[src/rtl/i2c_srx_pkg.sv]
package i2c_srx_pkg;
  localparam int ADDR_W = 7;
  localparam int DATA_W = 8;

  typedef enum logic [2:0] {
    ST_IDLE,
    ST_ADDR,
    ST_ADDR_ACK,
    ST_DATA,
    ST_DATA_ACK,
    ST_IGNORE
  } srx_state_e;
endpackage

[src/rtl/srx_line_filter.sv]
module srx_line_filter #(
  parameter int   FILT_LEN = 4,
  parameter logic RST_VAL  = 1'b1
) (
  input  logic clk,
  input  logic rst,
  input  logic line_i,
  output logic line_o
);
  localparam int CW = $clog2(FILT_LEN + 1);

  logic [1:0]    sync_q;
  logic [CW-1:0] run_q;
  logic          out_q;

  always_ff @(posedge clk) begin
    if (rst) sync_q <= {2{RST_VAL}};
    else     sync_q <= {sync_q[0], line_i};
  end

  always_ff @(posedge clk) begin
    if (rst) begin
      out_q <= RST_VAL;
      run_q <= '0;
    end else if (sync_q[1] == out_q) begin
      run_q <= '0;
    end else if (run_q == CW'(FILT_LEN - 1)) begin
      out_q <= sync_q[1];
      run_q <= '0;
    end else begin
      run_q <= run_q + 1'b1;
    end
  end

  assign line_o = out_q;

  // the clean line only ever moves to the value the synchroniser held
  a_r10_filter_follows_sync: assert property (@(posedge clk) disable iff (rst)
    !$stable(line_o) |-> (line_o == $past(sync_q[1])));
endmodule

[src/rtl/srx_bus_events.sv]
module srx_bus_events (
  input  logic clk,
  input  logic rst,
  input  logic scl_i,
  input  logic sda_i,
  output logic scl_o,
  output logic scl_rise_o,
  output logic scl_fall_o,
  output logic start_o,
  output logic stop_o
);
  logic scl_q, sda_q;

  always_ff @(posedge clk) begin
    if (rst) begin
      scl_q <= 1'b1;
      sda_q <= 1'b1;
    end else begin
      scl_q <= scl_i;
      sda_q <= sda_i;
    end
  end

  assign scl_o      = scl_i;
  assign scl_rise_o = scl_i & ~scl_q;
  assign scl_fall_o = ~scl_i & scl_q;
  assign start_o    = scl_i & scl_q & sda_q & ~sda_i;
  assign stop_o     = scl_i & scl_q & ~sda_q & sda_i;
endmodule

[src/rtl/srx_shifter.sv]
module srx_shifter #(
  parameter int W = 8
) (
  input  logic         clk,
  input  logic         rst,
  input  logic         clr_i,
  input  logic         shift_i,
  input  logic         bit_i,
  output logic [W-1:0] data_o,
  output logic         done_o
);
  localparam int CW = $clog2(W + 1);

  logic [W-1:0]  sh_q;
  logic [CW-1:0] cnt_q;
  logic          done_q;

  always_ff @(posedge clk) begin
    if (rst) begin
      sh_q   <= '0;
      cnt_q  <= '0;
      done_q <= 1'b0;
    end else begin
      done_q <= 1'b0;
      if (clr_i) begin
        cnt_q <= '0;
      end else if (shift_i) begin
        sh_q  <= {sh_q[W-2:0], bit_i};
        cnt_q <= cnt_q + 1'b1;
        if (cnt_q == CW'(W - 1)) done_q <= 1'b1;
      end
    end
  end

  assign data_o = sh_q;
  assign done_o = done_q;

  // the controller never clocks a ninth bit into a full byte
  a_r5_count_bounded: assert property (@(posedge clk) disable iff (rst)
    cnt_q <= CW'(W));
endmodule

[src/rtl/i2c_slave_rx.sv]
module i2c_slave_rx
  import i2c_srx_pkg::*;
#(
  parameter int FILT_LEN = 4
) (
  input  logic              clk,
  input  logic              rst,
  input  logic              scl_i,
  input  logic              sda_i,
  output logic              sda_low_o,
  input  logic [ADDR_W-1:0] own_addr_i,
  input  logic              wait_en_i,
  input  logic              arm_i,
  input  logic              ack_set_i,
  input  logic              ack_bit_i,
  output logic [DATA_W-1:0] rx_data_o,
  output logic              gen_call_o,
  output logic              addr_match_o,
  output logic              irq_o
);
  localparam int NLINES = 2;

  logic [NLINES-1:0] raw_lines, clean_lines;
  assign raw_lines = {scl_i, sda_i};

  for (genvar g = 0; g < NLINES; g++) begin : g_filt
    srx_line_filter #(.FILT_LEN(FILT_LEN), .RST_VAL(1'b1)) u_filt (
      .clk   (clk),
      .rst   (rst),
      .line_i(raw_lines[g]),
      .line_o(clean_lines[g])
    );
  end

  logic scl_lvl, scl_rise, scl_fall, ev_start, ev_stop;

  srx_bus_events u_events (
    .clk       (clk),
    .rst       (rst),
    .scl_i     (clean_lines[1]),
    .sda_i     (clean_lines[0]),
    .scl_o     (scl_lvl),
    .scl_rise_o(scl_rise),
    .scl_fall_o(scl_fall),
    .start_o   (ev_start),
    .stop_o    (ev_stop)
  );

  srx_state_e        state_q;
  logic [1:0]        ack_ph_q;
  logic              armed_q, want_ack_q, wait_byte_q, host_rdy_q, host_bit_q;
  logic              gc_q, am_q, irq_q, sda_low_q;
  logic [DATA_W-1:0] rx_q;

  logic              in_ack, ack_exit, shift_en, shift_clr, byte_done;
  logic [DATA_W-1:0] byte_w;
  logic              ack_level;

  assign in_ack    = (state_q == ST_ADDR_ACK) || (state_q == ST_DATA_ACK);
  assign ack_exit  = in_ack && (ack_ph_q == 2'd2) && scl_fall;
  assign shift_en  = scl_rise && ((state_q == ST_ADDR) || (state_q == ST_DATA));
  assign shift_clr = ev_start || ev_stop || ack_exit;
  assign ack_level = wait_byte_q ? (host_rdy_q & ~host_bit_q) : want_ack_q;

  srx_shifter #(.W(DATA_W)) u_shift (
    .clk    (clk),
    .rst    (rst),
    .clr_i  (shift_clr),
    .shift_i(shift_en),
    .bit_i  (clean_lines[0]),
    .data_o (byte_w),
    .done_o (byte_done)
  );

  always_ff @(posedge clk) begin
    if (rst) begin
      state_q     <= ST_IDLE;
      ack_ph_q    <= 2'd0;
      armed_q     <= 1'b0;
      want_ack_q  <= 1'b0;
      wait_byte_q <= 1'b0;
      host_rdy_q  <= 1'b0;
      host_bit_q  <= 1'b1;
      gc_q        <= 1'b0;
      am_q        <= 1'b0;
      irq_q       <= 1'b0;
      sda_low_q   <= 1'b0;
      rx_q        <= '0;
    end else begin
      irq_q <= 1'b0;
      if (ev_stop) begin
        state_q   <= ST_IDLE;
        ack_ph_q  <= 2'd0;
        sda_low_q <= 1'b0;
      end else if (ev_start) begin
        state_q   <= ST_ADDR;
        ack_ph_q  <= 2'd0;
        sda_low_q <= 1'b0;
      end else begin
        unique case (state_q)
          ST_ADDR: if (byte_done) begin
            want_ack_q  <= 1'b1;
            wait_byte_q <= 1'b0;
            if (byte_w[DATA_W-1:1] == '0) begin
              gc_q    <= 1'b1;
              am_q    <= 1'b0;
              irq_q   <= 1'b1;
              state_q <= ST_ADDR_ACK;
            end else if (byte_w[DATA_W-1:1] == own_addr_i) begin
              gc_q    <= 1'b0;
              am_q    <= 1'b1;
              irq_q   <= 1'b1;
              state_q <= ST_ADDR_ACK;
            end else begin
              gc_q    <= 1'b0;
              am_q    <= 1'b0;
              state_q <= ST_IGNORE;
            end
          end
          ST_DATA: if (byte_done) begin
            rx_q        <= byte_w;
            want_ack_q  <= armed_q;
            wait_byte_q <= armed_q & wait_en_i;
            irq_q       <= armed_q & wait_en_i;
            host_rdy_q  <= 1'b0;
            armed_q     <= 1'b0;
            state_q     <= ST_DATA_ACK;
          end
          ST_ADDR_ACK, ST_DATA_ACK: begin
            unique case (ack_ph_q)
              2'd0: if (scl_fall) ack_ph_q <= 2'd1;
              2'd1: begin
                if (scl_rise)      ack_ph_q  <= 2'd2;
                else if (!scl_lvl) sda_low_q <= ack_level;
              end
              default: if (scl_fall) begin
                ack_ph_q  <= 2'd0;
                sda_low_q <= 1'b0;
                state_q   <= ST_DATA;
                if (state_q == ST_DATA_ACK && want_ack_q && !wait_byte_q)
                  irq_q <= 1'b1;
              end
            endcase
          end
          default: ;
        endcase
      end
      if (arm_i) armed_q <= 1'b1;
      if (ack_set_i) begin
        host_rdy_q <= 1'b1;
        host_bit_q <= ack_bit_i;
      end
    end
  end

  assign sda_low_o    = sda_low_q;
  assign irq_o        = irq_q;
  assign gen_call_o   = gc_q;
  assign addr_match_o = am_q;
  assign rx_data_o    = rx_q;

  // pull-down level moves only in the SCL low phase (bus conditions aside)
  a_r9_sda_moves_low: assert property (@(posedge clk) disable iff (rst)
    (!$stable(sda_low_o) && !$past(ev_start || ev_stop)) |-> !$past(scl_lvl));

  // interrupt is a single-cycle pulse
  a_r11_irq_single: assert property (@(posedge clk) disable iff (rst)
    irq_o |=> !irq_o);

  // the two address flags exclude each other
  a_r11_flags_exclusive: assert property (@(posedge clk) disable iff (rst)
    !(gen_call_o && addr_match_o));

  // a foreign address leaves the bus and the host alone
  a_r4_ignore_silent: assert property (@(posedge clk) disable iff (rst)
    (state_q == ST_IGNORE) |-> (!sda_low_o && !irq_o));

  // an unarmed byte is never acknowledged
  a_r7_unarmed_silent: assert property (@(posedge clk) disable iff (rst)
    (state_q == ST_DATA_ACK && !want_ack_q) |-> !sda_low_o);
endmodule

[config.mk]
export PLATFORM = sky130hd
export DESIGN_NAME = i2c_slave_rx
export DESIGN_NICKNAME = d
export VERILOG_FILES = /design/src/rtl/i2c_srx_pkg.sv /design/src/rtl/srx_line_filter.sv /design/src/rtl/srx_bus_events.sv /design/src/rtl/srx_shifter.sv /design/src/rtl/i2c_slave_rx.sv
export SDC_FILE = /design/constraint.sdc
export NUM_CORES = 1
export LEC_CHECK = 0
export BUFFER_PORTS_ARGS = -buffer_cell sky130_fd_sc_hd__buf_2
export CAP_MARGIN = 10
export CELL_PAD_IN_SITES_DETAIL_PLACEMENT = 0
export CELL_PAD_IN_SITES_GLOBAL_PLACEMENT = 2
export CORE_AREA = 4 4 81 83
export CTS_BUF_LIST = sky130_fd_sc_hd__clkbuf_8 sky130_fd_sc_hd__clkbuf_16
export CTS_CLUSTER_SIZE = 8
export DETAILED_ROUTE_END_ITERATION = 12
export DIE_AREA = 0 0 85 87
export GPL_TIMING_DRIVEN = 0
export PLACE_DENSITY_LB_ADDON = 0.1
export SLEW_MARGIN = 0
export SYNTH_ARGS = -nofsm -noshare
export SYNTH_HDL_FRONTEND = slang
export SYNTH_SLANG_ARGS = --single-unit
[constraint.sdc]
create_clock -name clk -period 2.9 [get_ports clk]
set_clock_uncertainty 0.15 [all_clocks]
set_input_delay 0.435 -clock clk [delete_from_list [all_inputs] [get_ports clk]]
set_output_delay 0.435 -clock clk [all_outputs]
set_load 0.02 [all_outputs]
# --- Yosys cells after proc, flatten, opt, wreduce, memory -nomap -nowiden ---
# Index checks and enable logic that the tools add are counted.
totals:
  ff_bits: 49
  latchBits: 0
  ram_bits: 0
  rom_bits: 0
  inputBits: 15
  out_inout_bits: 12
  elab_cells: 155
  memories: 0
op_classes:
  add_sub_neg: 3
  mul: 0
  n_div: 0
  order_cmp: 0
  eq_ne: 28
  n_shift: 0
  muxes: 39
  n_bitwise: 21
  reduce_logical: 40
ops:
  columns: ["op", "n"]
  rows:
  - ["two-way mux 1 bit", 24]
  - ["!= test 2 bit, second input constant", 10]
  - ["AND reduction 4 bit", 5]
  - ["AND reduction 5 bit", 4]
  - ["two-way mux 3 bit", 6]
  - ["== test 3 x 2 -> 1 bit, second input constant", 4]
  - ["NOT 1 bit", 12]
  - ["nonzero test 2 bit", 6]
  - ["OR reduction 3 bit", 4]
  - ["AND 1 bit", 9]
  - ["one-hot mux 3 bit (3 select lines)", 1]
  - ["OR reduction 2 bit", 4]
  - ["== test 7 bit", 1]
  - ["logical NOT 7 bit", 1]
  - ["adder 3 x 1 -> 3 bit, second input constant", 2]
  - ["two-way mux 2 bit", 3]
  - ["!= test 3 x 2 -> 1 bit, second input constant", 2]
  - ["!= test 3 bit, second input constant", 2]
  - ["one-hot mux 1 bit (2 select lines)", 3]
  - ["AND reduction 2 bit", 3]
  - ["logical AND 1 bit", 5]
  - ["adder 4 x 1 -> 4 bit, second input constant", 1]
  - ["== test 4 x 3 -> 1 bit, second input constant", 1]
  - ["logical OR 1 bit", 4]
  - ["12 further kinds", 14]

# --- Logic depth before layout (Yosys ltp) ---
# Gate-level depths: netlist (run 1).
logic_depth:
  depth_word: 7
  mapped_depth: 6

# --- Modules after synthesis ---
# A second synthesis (run 1) with hierarchy kept.
unflattened:
  cells_unflattened: 228
  area_unflattened_um2: 2092.0
by_module_without_submodules:
  columns: ["mod", "instances", "cells_each", "area_per_inst_um2"]
  rows:
  - ["i2c_slave_rx", 1, 129, 1068.5]
  - ["srx_shifter", 1, 56, 503.0]
  - ["srx_line_filter", 2, 17, 214.0]
  - ["srx_bus_events", 1, 9, 92.6]

# --- Worst setup path after synthesis (run 1) ---
# No wires, ideal clock.
synth_timing:
  path_kind: "in2reg"
  start: "input own_addr_i[2]"
  end: "register am_q, in the netlist addr_match_o"
  setup_time_ns: 0.101
  arrival_ns: 1.249
  path_slack_ns: 1.400
  path_stages: 4
  n_path_buf: 0
  cell_sequence: "xnor2_1 nand3_1 or2_2 o41ai_1"
synth_between:
  elab_chain_len: 3
synth_lines:
  columns: ["item", "line", "text"]
  rows:
  - ["start, declared", "i2c_slave_rx.sv:11", "input logic [ADDR_W-1:0] own_addr_i,"]
  - ["== test 7 bit", "i2c_slave_rx.sv:109", "end else if (byte_w[DATA_W-1:1] == own_addr_i) begin"]
  - ["two-way mux 1 bit", "i2c_slave_rx.sv:109", null]
  - ["two-way mux 1 bit", "i2c_slave_rx.sv:104", "if (byte_w[DATA_W-1:1] == '0) begin"]
  - ["end signal, assigned", "i2c_slave_rx.sv:106", "am_q <= 1'b0;"]
  - ["end signal, assigned", "i2c_slave_rx.sv:111", "am_q <= 1'b1;"]
  - ["end signal, assigned", "i2c_slave_rx.sv:116", "am_q <= 1'b0;"]
  - ["end, declared", "i2c_slave_rx.sv:52", "logic gc_q, am_q, irq_q, sda_low_q;"]
# No other way between the ends.
# A chain may end at the register's enable or synchronous reset.

# --- Final worst setup path (run 1) ---
layout_timing:
  start: "register state_q[1]"
  end: "register u_shift.cnt_q[0]"
layout_between:
  elab_chain_len: 6
layout_lines:
  columns: ["item", "line", "text"]
  rows:
  - ["start, declared", "i2c_slave_rx.sv:49", "srx_state_e state_q;"]
  - ["start signal, assigned", "i2c_slave_rx.sv:77", "state_q <= ST_IDLE;"]
  - ["start signal, assigned", "i2c_slave_rx.sv:92", "state_q <= ST_IDLE;"]
  - ["start signal, assigned", "i2c_slave_rx.sv:96", "state_q <= ST_ADDR;"]
  - ["== test 3 x 2 -> 1 bit / == test 3 bit (equally long branches)", "i2c_slave_rx.sv:59", "assign in_ack = (state_q == ST_ADDR_ACK) || (state_q == ST_DATA_ACK);"]
  - ["logical OR 1 bit", "i2c_slave_rx.sv:59", null]
  - ["logical AND 1 bit (2 in series)", "i2c_slave_rx.sv:60", "assign ack_exit = in_ack && (ack_ph_q == 2'd2) && scl_fall;"]
  - ["logical OR 1 bit", "i2c_slave_rx.sv:62", "assign shift_clr = ev_start || ev_stop || ack_exit;"]
  - ["OR reduction 2 bit (no line)", null, null]
  - ["end signal, assigned", "srx_shifter.sv:29", "cnt_q <= cnt_q + 1'b1;"]
  - ["end, declared", "srx_shifter.sv:15", "logic [CW-1:0] cnt_q;"]
# Parallel ways exist; a longest one is shown, timed or not.

==> run_results.csv, run 1 <==
group,metric,value,unit
floorplanning,fp-row-count,28,
floorplanning,die_y,87,microns
drt,first_iter_violations,56,
power_and_ir_drop,p_per_area,458,mW/mm^2
sta,setup_viol,0,
global_routing,grt_overflow_total,0,
power_and_ir_drop,switching_share,21.4,%
clock_network,cts.sink_count,49,
clock_network,tritoncts,"yes",
synthesis,synth_top_area_share,45.7,%
synthesis,syn-cell-area,0.00215,sq mm
critical_path,crit_type,"flip-flop to flip-flop",
power_and_ir_drop,power_frac_comb,3.6,%
clock_network,cts_hold_buf,0,
synthesis,synth-edff-count,0,
power_and_ir_drop,switchingPower,0.241,mW
drt,drtAntennaViolNets,0,
layout,drive_gt1_share,19.3,%
critical_path,crit_arrival,1.82,ns
sta,fmax,551,MHz
clock_network,post_cts_resized,0,
clock_network,cts.htree.levels,2,
clock_network,clk_path_buf_depth,2,
layout,antenna_cells,0,
synthesis,synth_nets,251,
placement,port-buffer-count,26,
placement,gp_congestion,0.708,
synthesis,yosysTopAreaCell,"dfxtp_1",
synthesis,ys_ff_latch,49,
power_and_ir_drop,total_power,1.12,mW
placement,post-dp-hpwl,3330,microns
global_routing,antenna_found_initial,0,
drt,avgRoutedWirePerCell,13.7,microns
worst_hold_path,hp-class,"input pin to flip-flop",
drt,wl,4650,microns
clock_network,clk_latency,0.29,ns
global_routing,grt_start_max_net_pins,14,
synthesis,ys_warn_count,0,
global_routing,grt_first_pass_wirelength,7670,microns
run,cap_violations,0,
sta,drv_slew,0,
critical_path,end_kind,"flip-flop",
synthesis,synthArstFlopShare,0,%
global_routing,grt_use_total,13.0,%
sta,finalSetupTns,0,ns
sta,post-route-period-util,62.5,%
power_and_ir_drop,p_int,0.884,mW
power_and_ir_drop,p_leak,0.998,nW
floorplanning,boundaryPins,27,
synthesis,synth_area_leaders,"dfxtp_1 46%, mux2i_1 5.1%, nor2_1 4.9%",
synthesis,syn-instance-count,231,
power_and_ir_drop,clockPowerShare,35.8,%
critical_path,required,2.91,ns
floorplanning,dieArea,0.00740,sq mm
layout,final_nets,284,
layout,syn2layout_area_growth,14.5,%
floorplanning,die_x,85,microns
drt,dr.pass1.iters,4,
floorplanning,initial_core_util,36.7,%
drt,drc_errors,0,
sta,layout_min_cycle_time,1.81,ns
synthesis,ys_seq_area_share,45.7,%
sta,hold_viol,0,
critical_path,crit_fanout,9,
sta,relSlewSlack,55.2,%
clock_network,numCtsBuffers,5,
clock_network,post_cts_buffers,0,
drt,vias_per_cell,4.87,
sta,worst_pin_slew,0.666,ns
synthesis,synth.avg_cell_area,9.29,sq um
run_status,status,"finished clean",
power_and_ir_drop,p_seq_share,60.6,%
synthesis,synth-main-ff-cell,"dfxtp_1",
clock_network,path_clk_slew,0.08,ns
global_routing,grt_pass1_vias,1607,
critical_path,crit_path_start_kind,"flip-flop",
synthesis,ys_types,47,
power_and_ir_drop,ir_worst_vdd,0.193,mV
clock_network,root_buffer,"clkbuf_8",
sta,rsz0062_at_grt,"no",
floorplanning,coreArea,0.00585,sq mm
drt,num_vias,1651,
critical_path,r2r_slack,1.09,ns
## kinds of logic (layout without fill, tap and decap cells)
family	Yosys count	count (layout)	share of synthesized area (%)
muxes	11	11	5.13
and+or+nand+nor	96	96	23.3
adders and majority gates	5	5	2.91
DFF	49	49	45.7
AOI/OAI and AO/OA	40	40	12.5
buffers and inverters	15	48	3.50
xor gates and xnor gates	15	15	6.99
## area by class of cell
cell class                 instances  area [sq um]
fill                             589          3390
multi-input combinational        167          1090
sequential                        49           981
timing repair buffer              26           130
tap                               75          93.8
clock buffer                       6          82.6
buffer                            10          56.3
inverter                           5          18.8
clock inverter                     1          3.75
## registers in the layout (all words and copies together), names as in the netlist, 2 cells and up
name	count
rx_data_o	8
state_q	3
ack_ph_q	2
g_filt.u_filt.run_q	6
u_shift.cnt_q	4
g_filt.u_filt.line_o	2
g_filt.u_filt.sync_q	4
u_shift.data_o	8
## Yosys cell counts, types with 4 or more instances
| library cell | instances |
|---|---|
| or2_2 | 7 |
| a21oi_1 | 18 |
| inv_1 | 5 |
| nand3b_1 | 4 |
| ha_1 | 5 |
| dfxtp_1 | 49 |
| xnor2_1 | 12 |
| nand2_1 | 25 |
| nor2b_1 | 10 |
| mux2i_1 | 11 |
| nor2_1 | 28 |
| clkbuf_1 | 4 |
## power by group through the flow
stage          sequential, mW  combinational, mW  clock, mW
3_5_place_dp            0.698             0.0410          0
5_1_grt                 0.683             0.0450      0.447
3_3_place_gp            0.698             0.0409          0
4_1_cts                 0.682             0.0412      0.424
2_1_floorplan           0.697             0.0227          0
6_report                0.682             0.0400      0.402
## cells in the final DEF (no fill, tap or decap), types with 2 or more instances in the layout
cell / n
a211o_1: 3
a21o_1: 2
a21oi_1: 18
a221oi_1: 2
and2_1: 2
and4bb_2: 3
buf_2: 29
buf_4: 2
clkbuf_1: 4
clkbuf_8: 6
dfxtp_1: 49
ha_1: 5
inv_1: 6
mux2i_1: 11
nand2_1: 25
nand3_1: 2
nand3b_1: 4
nand4_1: 2
nor2_1: 28
nor2b_1: 10
nor3_1: 2
nor4b_1: 2
o21ai_0: 2
o31ai_1: 2
or2_2: 7
or3_1: 2
xnor2_1: 12
xor2_1: 2
## stage by stage
stage / hold WS, ns / setup slack [ns] / cell area [sq um] / util (%) / cells
5_1_grt: 0.163 / 0.940 / 2460 / 42.0 / 339
4_1_cts: 0.161 / 1.05 / 2460 / 42.0 / 339
3_3_place_gp: 0.245 / 0.971 / 2370 / 40.5 / 332
3_5_place_dp: 0.242 / 0.980 / 2370 / 40.5 / 332
2_1_floorplan: 0.239 / 1.40 / 2150 / - / 231
6_report: 0.171 / 1.09 / 2460 / 42.0 / 339
## final timing paths
check                                   startpoint                                    end  cells past startpoint
max                        state_q[1]$_SDFFE_PP0P_          u_shift.cnt_q[0]$_SDFFE_PP0P_                      5
min                                          scl_i  g_filt[1].u_filt.sync_q[0]$_SDFF_PP1_                      2
max reg2reg                state_q[1]$_SDFFE_PP0P_          u_shift.cnt_q[0]$_SDFFE_PP0P_                      5
min reg2reg  g_filt[1].u_filt.sync_q[0]$_SDFF_PP1_  g_filt[1].u_filt.sync_q[1]$_SDFF_PP1_                      1
## worst max-delay path: stages (launching register included)
cell and delay (ns):
dfxtp_1 0.33, buf_6 0.14, xor2_4 0.25, nand2_2 0.10, o31ai_1 0.60, nor2_1 0.10
## metal layers
layer  global-route usage, %  up-vias  routed length, microns
met5                       0        -                       0
met4                    3.88        0                      56
met3                    3.41        7                     179
met2                    20.8       26                    2110
met1                    17.3      758                    2300
li1                        -      860                       -
(Power assumes the default switching activity.)
==> run 2, diff against run 1 <==
--- a/config.mk
+++ b/config.mk
@@ -9,11 +9,11 @@
 export CAP_MARGIN = 10
 export CELL_PAD_IN_SITES_DETAIL_PLACEMENT = 0
 export CELL_PAD_IN_SITES_GLOBAL_PLACEMENT = 2
-export CORE_AREA = 4 4 81 83
+export CORE_AREA = 4 4 84 86
 export CTS_BUF_LIST = sky130_fd_sc_hd__clkbuf_8 sky130_fd_sc_hd__clkbuf_16
 export CTS_CLUSTER_SIZE = 8
 export DETAILED_ROUTE_END_ITERATION = 12
-export DIE_AREA = 0 0 85 87
+export DIE_AREA = 0 0 88 90
 export GPL_TIMING_DRIVEN = 0
 export PLACE_DENSITY_LB_ADDON = 0.1
 export SLEW_MARGIN = 0
==> constraint.sdc (replaced) <==
create_clock -name clk -period 1.7 [get_ports clk]
set_clock_uncertainty 0.15 [all_clocks]
set_input_delay 0.255 -clock clk [delete_from_list [all_inputs] [get_ports clk]]
set_output_delay 0.255 -clock clk [all_outputs]
set_load 0.02 [all_outputs]
==> run 2 against run 1 <==
Effect of this change: first-iteration DRC count up 36%; cell count grew 2.9%; sequential power rose by 70%; maximum frequency grew 12%; setup slack lost 1.0 ns; core utilization is 0.80 points lower; register-to-register slack worse by 1.0 ns; clock-buffer cell count is 1 lower; non-clock buffer count grew 8; via count increased by 3.8%; clock power up 110%; critical path type unchanged; largest power group unchanged.
==> run_results.csv, run 2 (synthesis results as in run 1) <==
group,metric,value,unit
placement,gp_congestion,0.722,
sta,hold_viol,0,
global_routing,antenna_found_initial,0,
critical_path,crit_arrival,1.70,ns
critical_path,worst-path-buf-inv,1,
global_routing,grt_pass1_vias,1668,
sta,rsz0062_at_grt,"no",
floorplanning,die_x,88,microns
critical_path,worstReg2RegStart,"state_q[1]$_SDFFE_PP0P_",
global_routing,grt_overflow_total,0,
layout,layout_commonest_cell,"dfxtp_1",
sta,finalSetupTns,0,ns
critical_path,crit_path_start_kind,"flip-flop",
critical_path,crit_start,"state_q[1]$_SDFFE_PP0P_",
layout,antenna_cells,0,
placement,port-buffer-count,26,
worst_hold_path,hp-class,"input pin to flip-flop",
sta,worst_pin_slew,0.536,ns
power_and_ir_drop,ir_worst_vdd,0.442,mV
power_and_ir_drop,clockPowerShare,40.3,%
drt,wl,4780,microns
clock_network,cts.sink_count,49,
placement,placed_area,0.00237,sq mm
clock_network,tritoncts,"yes",
sta,setup_viol,0,
layout,syn2layout_area_growth,20.5,%
clock_network,numCtsBuffers,5,
critical_path,required,1.78,ns
power_and_ir_drop,total_power,2.08,mW
drt,vias_per_cell,4.91,
drt,first_iter_violations,76,
power_and_ir_drop,p_seq_share,56.0,%
floorplanning,fp-row-count,29,
critical_path,rr_worst_depth,5,
placement,place_ws,-0.0960,ns
critical_path,r2r_slack,0.08,ns
global_routing,grt_start_max_net_pins,16,
power_and_ir_drop,p_int,1.63,mW
power_and_ir_drop,switchingPower,0.446,mW
critical_path,r2r_end,"sda_low_o$_SDFFE_PP0P_",
clock_network,clk_latency,0.30,ns
critical_path,crit_fanout,9,
sta,drv_slew,0,
critical_path,slowest_delay,0.47,ns
floorplanning,dieArea,0.00792,sq mm
drt,dr.pass1.iters,5,
sta,fmax,616,MHz
sta,post-route-period-util,95.6,%
global_routing,grt_first_pass_wirelength,8190,microns
floorplanning,die_y,90,microns
layout,fillCellCount,668,
power_and_ir_drop,switching_share,21.5,%
power_and_ir_drop,power_frac_comb,3.7,%
run_status,status,"finished clean",
drt,avgRoutedWirePerCell,13.7,microns
layout,layout_common_cells,"40 x dfxtp_1, 29 x buf_2, 28 x nor2_1, 25 x nand2_1, 18 x a21oi_1",
critical_path,crit_type,"flip-flop to flip-flop",
floorplanning,boundaryPins,27,
layout,fin_util,41.2,%
worst_hold_path,hold_end,"host_bit_q$_SDFFE_PP1P_",
placement,dp_cells,334,
layout,design_area,0.00259,sq mm
sta,layout_setup_ws,0.0754,ns
layout,instances_no_fill,349,
layout,final_nets,292,
critical_path,timing.critical_path.cells,"buf_6 -> xor2_4 -> nand2_2 -> or4_1 -> a21oi_1",
sta,holdWs,0.0390,ns
run,cap_violations,0,
layout,drive_gt1_share,25.4,%
floorplanning,initial_core_util,34.2,%
sta,relSlewSlack,64.3,%
worst_hold_path,hold_depth,2,
clock_network,root_buffer,"clkbuf_8",
drt,drc_errors,0,
critical_path,cp_slowest_cell,"or4_1",
critical_path,crit_family,"simple AND/OR/NAND/NOR gates",
sta,layout_min_cycle_time,1.62,ns
drt,num_vias,1714,
drt,drtAntennaViolNets,0,
clock_network,clk_path_buf_depth,2,
clock_network,path_clk_slew,0.09,ns
power_and_ir_drop,p_per_area,803,mW/mm^2
power_and_ir_drop,p_leak,1.06,nW
placement,post-dp-hpwl,3370,microns
worst_hold_path,min_from,"ack_set_i",
clock_network,cts.htree.levels,2,
global_routing,grt_use_total,13.0,%
floorplanning,coreArea,0.00628,sq mm
critical_path,end_kind,"flip-flop",
==> run 2: cell type report <==
cell class                      instances  area, sq um  area share [%]
Timing Repair Buffer                   34          200            7.74
Clock buffer                            5         68.8            2.66
Tap cell                               77         96.3            3.73
Multi-Input combinational cell        167         1110            43.1
Buffer                                 10         56.3            2.18
Sequential cell                        49          992            38.4
Clock inverter                          2         38.8            1.50
Inverter                                5         18.8           0.726
==> run 2: timing repair <==
item                                    CTS  global route
cloned                                    0             0
endpoints found under the setup margin    4            31
resized for setup                         1            13
hold buffers                              4             0
setup buffers                             0             4
pin swaps                                 0             2
endpoints found under the hold margin     4             0
==> run 2: power groups by stage <==
| stage | sequential, mW | combinational, mW | clock, mW |
|---|---|---|---|
| finish | 1.16 | 0.0767 | 0.838 |
| global route | 1.17 | 0.0873 | 0.908 |
| CTS | 1.16 | 0.0778 | 0.870 |
| detailed placement | 1.19 | 0.0701 | 0 |
| global placement | 1.19 | 0.0698 | 0 |
| floorplan | 1.19 | 0.0387 | 0 |
==> run 2: worst max-delay path by stage <==
| stage | endpoint | slack, ns | depth (start not counted) |
|---|---|---|---|
| after floorplan | gen_call_o$_SDFFE_PP0P_ | 0.21 | 5 |
| after global placement | u_shift.cnt_q[3]$_SDFFE_PP0P_ | -0.14 | 5 |
| after detailed placement | u_shift.cnt_q[3]$_SDFFE_PP0P_ | -0.1 | 5 |
| after CTS | rx_data_o[6]$_SDFFE_PP0P_ | 0.004 | 5 |
| after global routing | sda_low_o$_SDFFE_PP0P_ | 0.004 | 5 |
| final | sda_low_o$_SDFFE_PP0P_ | 0.08 | 5 |
==> run 2: per-layer routing <==
| layer | vias to the layer above | part of all wire (%) | track usage, % |
|---|---|---|---|
| met3 | 5 | 3.5 | 2.83 |
| li1 | 883 | - | - |
| met4 | 0 | 1.1 | 4.60 |
| met5 | - | 0 | 0 |
| met2 | 28 | 46 | 20.2 |
| met1 | 798 | 49 | 17.6 |
